$ cat config.mk
export PLATFORM = sky130hd
export DESIGN_NAME = sdspi_xfer
export DESIGN_NICKNAME = d
export VERILOG_FILES = /design/src/rtl/sdspi_pkg.sv /design/src/rtl/sdspi_clkdiv.sv /design/src/rtl/sdspi_shifter.sv /design/src/rtl/sdspi_xfer.sv
export SDC_FILE = /design/constraint.sdc
export NUM_CORES = 1
export LEC_CHECK = 0
export ABC_AREA = 1
export BUFFER_PORTS_ARGS = -buffer_cell sky130_fd_sc_hd__buf_2
export CAP_MARGIN = 20
export CORE_ASPECT_RATIO = 1.75
export CORE_MARGIN = 4
export CORE_UTILIZATION = 45
export CTS_BUF_LIST = sky130_fd_sc_hd__clkbuf_2
export DETAILED_ROUTE_END_ITERATION = 8
export PLACE_DENSITY_LB_ADDON = 0.1
export SLEW_MARGIN = 10
export SYNTH_ARGS = -nofsm -noshare
export SYNTH_HDL_FRONTEND = slang
export SYNTH_HIERARCHICAL = 1
export SYNTH_SLANG_ARGS = --single-unit
$ cat constraint.sdc
create_clock -name clk -period 3.7 [get_ports clk]
set_clock_uncertainty 0.2 [all_clocks]
set_input_delay 0.74 -clock clk [delete_from_list [all_inputs] [get_ports clk]]
set_output_delay 0.74 -clock clk [all_outputs]
set_load 0.02 [all_outputs]
$ cat src/rtl/sdspi_pkg.sv
package sdspi_pkg;
    localparam int BYTE_W = 8;
    localparam int BIT_CNT_W = $clog2(BYTE_W);

    typedef enum logic [1:0] {
        RA_DATA = 2'd0,
        RA_STAT = 2'd1,
        RA_DIV  = 2'd2,
        RA_CTRL = 2'd3
    } reg_addr_e;

    localparam int STAT_BUSY_BIT = 7;
    localparam int STAT_OVR_BIT  = 6;
endpackage

$ cat src/rtl/sdspi_clkdiv.sv
module sdspi_clkdiv #(
    parameter int DIV_W = 8
) (
    input  logic             clk,
    input  logic             rst_n,
    input  logic             en,
    input  logic [DIV_W-1:0] half,
    output logic             tick
);
    logic [DIV_W-1:0] cnt_d, cnt_q;

    always_comb begin
        tick  = en && (cnt_q == half);
        cnt_d = cnt_q;
        if (!en || tick) cnt_d = '0;
        else             cnt_d = cnt_q + 1'b1;
    end

    always_ff @(posedge clk or negedge rst_n) begin
        if (!rst_n) cnt_q <= '0;
        else        cnt_q <= cnt_d;
    end
endmodule

$ cat src/rtl/sdspi_shifter.sv
module sdspi_shifter
    import sdspi_pkg::*;
(
    input  logic              clk,
    input  logic              rst_n,
    input  logic              start,
    input  logic [BYTE_W-1:0] tx_byte,
    input  logic              tick,
    input  logic              miso,
    output logic              busy,
    output logic              sck,
    output logic              mosi,
    output logic [BYTE_W-1:0] rx_byte
);
    typedef struct packed {
        logic                 busy;
        logic                 sck;
        logic [BIT_CNT_W-1:0] cnt;
        logic [BYTE_W-1:0]    tx_sh;
        logic [BYTE_W-1:0]    rx_sh;
        logic [BYTE_W-1:0]    rx_hold;
    } sh_t;

    sh_t s_d, s_q;

    always_comb begin
        s_d = s_q;
        if (!s_q.busy) begin
            if (start) begin
                s_d.busy  = 1'b1;
                s_d.sck   = 1'b0;
                s_d.cnt   = '0;
                s_d.tx_sh = tx_byte;
            end
        end else if (tick) begin
            if (!s_q.sck) begin
                // rising edge: sample the card
                s_d.sck   = 1'b1;
                s_d.rx_sh = {s_q.rx_sh[BYTE_W-2:0], miso};
            end else begin
                // falling edge: present the next bit
                s_d.sck   = 1'b0;
                s_d.tx_sh = {s_q.tx_sh[BYTE_W-2:0], 1'b0};
                s_d.cnt   = s_q.cnt + 1'b1;
                if (s_q.cnt == BIT_CNT_W'(BYTE_W - 1)) begin
                    s_d.busy    = 1'b0;
                    s_d.rx_hold = s_q.rx_sh;
                end
            end
        end
    end

    always_ff @(posedge clk or negedge rst_n) begin
        if (!rst_n) s_q <= '0;
        else        s_q <= s_d;
    end

    assign busy    = s_q.busy;
    assign sck     = s_q.sck;
    assign mosi    = s_q.tx_sh[BYTE_W-1];
    assign rx_byte = s_q.rx_hold;
endmodule

$ cat src/rtl/sdspi_xfer.sv
module sdspi_xfer
    import sdspi_pkg::*;
#(
    parameter int DIV_W = 8
) (
    input  logic              clk,
    input  logic              rst_n,
    input  logic [1:0]        reg_addr,
    input  logic              reg_wr,
    input  logic [BYTE_W-1:0] reg_wdata,
    output logic [BYTE_W-1:0] reg_rdata,
    output logic              spi_sck,
    output logic              spi_mosi,
    input  logic              spi_miso,
    output logic              spi_cs_n
);
    localparam logic [DIV_W-1:0] DIV_SLOWEST = '1;

    typedef struct packed {
        logic [DIV_W-1:0] div;
        logic             sel;
        logic             ovr;
    } regs_t;

    regs_t r_d, r_q;
    logic busy, tick, start;
    logic [BYTE_W-1:0] rx_byte;

    always_comb begin
        r_d   = r_q;
        start = 1'b0;
        if (reg_wr) begin
            case (reg_addr)
                RA_DATA: begin
                    if (busy) r_d.ovr = 1'b1;
                    else      start   = 1'b1;
                end
                RA_STAT: if (reg_wdata[STAT_OVR_BIT]) r_d.ovr = 1'b0;
                RA_DIV:  r_d.div = reg_wdata[DIV_W-1:0];
                default: r_d.sel = reg_wdata[0];
            endcase
        end
    end

    always_ff @(posedge clk or negedge rst_n) begin
        if (!rst_n) r_q <= '{div: DIV_SLOWEST, sel: 1'b0, ovr: 1'b0};
        else        r_q <= r_d;
    end

    always_comb begin
        reg_rdata = '0;
        case (reg_addr)
            RA_DATA: reg_rdata = rx_byte;
            RA_STAT: begin
                reg_rdata[STAT_BUSY_BIT] = busy;
                reg_rdata[STAT_OVR_BIT]  = r_q.ovr;
            end
            RA_DIV:  reg_rdata = BYTE_W'(r_q.div);
            default: reg_rdata[0] = r_q.sel;
        endcase
    end

    assign spi_cs_n = ~r_q.sel;

    sdspi_clkdiv #(.DIV_W(DIV_W)) u_div (
        .clk(clk), .rst_n(rst_n), .en(busy), .half(r_q.div), .tick(tick)
    );

    sdspi_shifter u_shift (
        .clk(clk), .rst_n(rst_n), .start(start), .tx_byte(reg_wdata),
        .tick(tick), .miso(spi_miso), .busy(busy), .sck(spi_sck),
        .mosi(spi_mosi), .rx_byte(rx_byte)
    );
endmodule


# --- Word-level counts from Yosys, hierarchy flattened ---
# Cells that the tools add are included.
word_totals:
  in_bits: 14
  regBits: 47
classes:
  mux: 20
  reduce_logical: 14
  n_bitwise: 3
  eq_ne: 8
  addsub: 2
ops:
  columns: ["operator", "count"]
  rows:
  - ["8-bit two-way mux", 4]
  - ["29-bit two-way mux", 1]
  - ["13-bit two-way mux", 2]
  - ["11-bit two-way mux", 1]
  - ["5-bit case mux with 2 select lines", 1]
  - ["8-bit by 1-bit adder with 8-bit output (second input constant)", 1]
  - ["8-bit == test", 1]
  - ["1-bit two-way mux", 8]
  - ["4-bit AND reduction", 2]
  - ["2-bit != test (second input constant)", 3]
  - ["2-bit case mux with 3 select lines", 1]
  - ["2-bit AND reduction", 3]
  - ["3-bit AND reduction", 2]
  - ["2-bit nonzero test", 2]
  - ["3-bit by 1-bit adder with 3-bit output (second input constant)", 1]
  - ["3-bit == test (second input constant)", 1]
  - ["1-bit NOT", 3]
  - ["1-bit case mux with 3 select lines", 1]
  - ["3-bit OR reduction", 1]
  - ["2-bit by 1-bit == test with 1-bit output (second input constant)", 1]
  - ["2-bit == test (second input constant)", 1]
  - ["2-bit zero test", 1]
  - ["2-bit by 1-bit != test with 1-bit output (second input constant)", 1]
  - ["1-bit case mux with 2 select lines", 1]
  - ["other kinds (3)", 3]

# --- Depth between registers and ports, before layout ---
logic_depth:
  ltp_word: 5
  depth_mapped: 13
  mapped_depth_nobuf: 11

# --- Cells and area by module ---
# Netlist, hierarchy kept.
by_module_without_submodules:
  columns: ["mod", "instances", "area_per_inst_um2", "cells_each"]
  rows:
  - ["sdspi_shifter", 1, 1388.8, 161]
  - ["sdspi_xfer", 1, 589.3, 82]
  - ["sdspi_clkdiv", 1, 515.5, 72]

# --- Least setup slack after synthesis ---
# OpenSTA, ideal clock, no wires.
synth_path:
  path_kind: "input to output"
  start: "in reg_addr[0]"
  end: "out reg_rdata[0]"
  arrival_time_ns: 1.314
  cell_stages: 3
  slack_ns: 1.446
  required_ns: 2.760
  path_cell_list: "nor2_1 nand2_1 nand3_1"
synth_between:
  elab_chain_cells: 2
  elab_cells_between_ends: 4
  classes_between: "2 x eq/ne; 1 x mux; 1 x reduce/logical"
synth_rtl:
  columns: ["element", "line", "rtl"]
  rows:
  - ["start: declaration", "sdspi_xfer.sv:8", "input logic [1:0] reg_addr,"]
  - ["2-bit == test, or another cell as far along", "sdspi_xfer.sv:52", "case (reg_addr)"]
  - ["1-bit case mux with 3 select lines *", "sdspi_xfer.sv:52", null]
  - ["end: declaration", "sdspi_xfer.sv:11", "output logic [BYTE_W-1:0] reg_rdata,"]
# Every way passes the cells marked *; elsewhere a longest branch is shown, timed or not.

# --- Worst setup path after layout ---
layout_path:
  start: "in reg_addr[0]"
  end: "out reg_rdata[4]"
layout_between:
  elab_chain_cells: 2
  elab_cells_between_ends: 3
  classes_between: "1 x eq/ne; 1 x mux; 1 x reduce/logical"
layout_rtl:
  columns: ["element", "line"]
  rows:
  - ["2-bit == test / 2-bit zero test (equally long branches)", "sdspi_xfer.sv:52"]
  - ["5-bit case mux with 2 select lines *", "sdspi_xfer.sv:52"]
# Marks and branches as above.

==> metrics.txt <==
worst-path fanout max=8; cts hold-fix bufs=0; setup TNS=0 ps; internal power=about 0.001 W; cell area after layout=around 2700 um2; status=finished, final reports clean; Slew Limit Headroom=0.5197; CTS tree=built; switching share of power=0.3531; cell count after synthesis=about 320; drt wl/cell=around 14 um; Top Layer Used=met4; final WL=approximately 5.5 mm; clock network fraction of total power=0.228; Final WS setup=just under 1000 ps; via count=roughly 2000; clk slew on worst S/H paths=about 240 ps; fmax=roughly 0.37 GHz; Area growth, synth to finish=7.476%; sequential element share of the synthesized area=0.4757; DIE AREA=roughly 6800 um2; post-synth top area cell=dfrtp_1; multi-input logic area=1091 um2; cell area after synthesis=~2500 um2; maximum VDD drop=~0.28 mV; Slew Limit Fails=0; initial antenna violation count=0; sw power=approximately 0.00054 W; Max H-tree Level=2; Static Leakage=~1.5 nW; wire length on met2=around 3 mm; vias in the first global route=around 1900; Pre-antenna DRT Iters=4; Worst Path Class, Setup=in2out; fin crit period=between 2000 and 3000 ps; CP startpoint kind=input pin; top cells by count, synth=nand2_1, nand3_1, dfrtp_1; setup bufs post-CTS=0; Post-CTS Resized=0; Die Ht=approximately 110 um; Synth Area per Inst=7.916 um2; Net Count, Synth=between 300 and 400; number of flops mapped to enable cells by yosys=0; Synth area leaders=dfrtp_1, nand2_1, nand3_1; clock tree buffer depth=2; Synth Area in Simple Gates=0.3542; Synth Area in Adders=0.01505; Worst Path Buf+Inv=2; starting density of the core=0.4667; first-pass GRT wire length=roughly 9.3 mm; initial drt markers=53; pre-CTS WS=~1000 ps; CP Data Required Time=about 2800 ps; setup violators final=0; ANT cells=0; fraction of layout cells with a size suffix above 1=0.1777; GRT overflow=0; register area=1186 um2; Crit-path slowest cell=nor2_1; most frequent cell after synthesis=nand2_1; Yosys top cell area share=0.3914; Nets=348; RD Place Congestion=0.8189; # fillers=a little under 600; Die Width=around 64 um; YS warnings=6; Placed Area=roughly 2600 um2; Clk Tree Root Cell=clkbuf_2; gr usage total=0.1752; MaxCap Viol Count=0; # port buffers=24; HPWL after DPL=~4.2 mm; largest family of logic cells by synthesized area=simple AND/OR/NAND/NOR gates; count of cell types in the netlist=27; I/O Pins=25; Synth Flop Type=dfrtp_1; RSZ-0062 raised after global routing=no; DRC Markers=0; Rows=35; Final Hold Fails=0; Gate power share=0.269; Synth Area in Compound Gates=0.04365; final worst path period share=0.7328; critical-path cell list=buf_2 > nor2_1 > nand2_1 > nand2_1 > buf_2; hold crit path type=in2async; Slew @ Worst Pin=between 700 and 800 ps; mux cell area share after synthesis=0; Final Total Pwr=between 0.0015 and 0.002 W; vias per inst=slightly below 5; pin count of the biggest net entering global routing=32; antenna-violating nets left=0; met1 WL=roughly 2.2 mm; WL met3=~110 um; CP Capture Type=primary output; Synth Area in XOR/XNOR=0.02459; Seq pwr share=0.504; Async S/R FF share, synth=1.000; Sink Count=between 40 and 50; Worst path max stage delay=480 ps; Pwr Density=between 500 and 600 nW/um2; CP delay by family, top=simple AND/OR/NAND/NOR gates; CP arrival=between 1500 and 2000 ps; FF+latch count, synth=47; clk_lat worst skew=420 ps; Core ar.=roughly 5300 um2; total clock buffers created by CTS=5
==> stage by stage <==
step           hold WS, ps  cells    util
3_5_place_dp         264.1    398  0.4848
5_1_grt              134.8    406  0.5016
2_1_floorplan        242.0    315       -
3_3_place_gp         261.6    398  0.4848
4_1_cts              123.0    406  0.5016
6_report             132.3    406  0.5016
==> sequential cells by signal (all words and copies together) (netlist names) <==
signal           cells
u_shift/s_q         18
r_q                 10
u_div/cnt_q          8
u_shift/rx_byte      8
u_shift/busy         1
u_shift/mosi         1
u_shift/sck          1
==> power groups by stage <==
stage | Clock [W] | Combinational, W | Sequential [W]
finish | 0.000349 | 0.000411 | 0.000771
global route | 0.000380 | 0.000474 | 0.000794
CTS | 0.000362 | 0.000418 | 0.000772
detailed placement | 0 | 0.000416 | 0.000784
global placement | 0 | 0.000408 | 0.000781
floorplan | 0 | 0.000313 | 0.000765
==> kinds of logic (layout without fill, tap and decap cells) <==
logic type | count (synthesis) | in the layout
compound gates | 21 | 21
xor+xnor | 7 | 7
fa+ha+maj | 3 | 3
buf+inv | 38 | 55
flops | 47 | 47
simple gates | 199 | 199
==> routing by layer <==
layer  GRT usage  vias up
li1            -     1022
met2      0.3336       16
met1      0.1876      918
met4     0.06203        0
met3     0.03066        6
met5           0        -
==> cells in the final DEF (no fill, tap or decap), drive strengths merged <==
cell,synthesis,routed
buf,16,27
bufinv,0,2
clkbuf,2,6
dfrtp,39,39
dfstp,8,8
ha,3,3
inv,20,20
nand2,129,129
nand3,47,47
nand4,1,1
nor2,20,20
nor3,2,2
o21ai,21,21
xnor2,5,5
xor2,2,2
==> area by class of cell <==
type / instances / area share
Sequential cell: 47 / 0.4426
Multi-Input combinational cell: 230 / 0.4071
Timing Repair Buffer: 27 / 0.05322
Tap cell: 74 / 0.03455
Inverter: 20 / 0.02894
Clock inverter: 2 / 0.02241
Clock buffer: 6 / 0.01120
==> worst paths after layout <==
| kind | startpoint | endpoint | slack [ps] | depth (start not counted) |
|---|---|---|---|---|
| setup / recovery | reg_addr[0] | reg_rdata[4] | 990 | 5 |
| hold reg to reg | r_q[4] | r_q[4] | 300 | 2 |
| max in group asynchronous | rst_n | u_div/cnt_q[2] | 2440 | 2 |
| min in group clk | spi_miso | u_shift/s_q[8] | 300 | 3 |
| setup reg to reg | r_q[8] | u_shift/s_q[12] | 1010 | 9 |
| hold / removal | rst_n | u_shift/rx_byte[5] | 130 | 1 |
(Power assumes the default switching activity.)
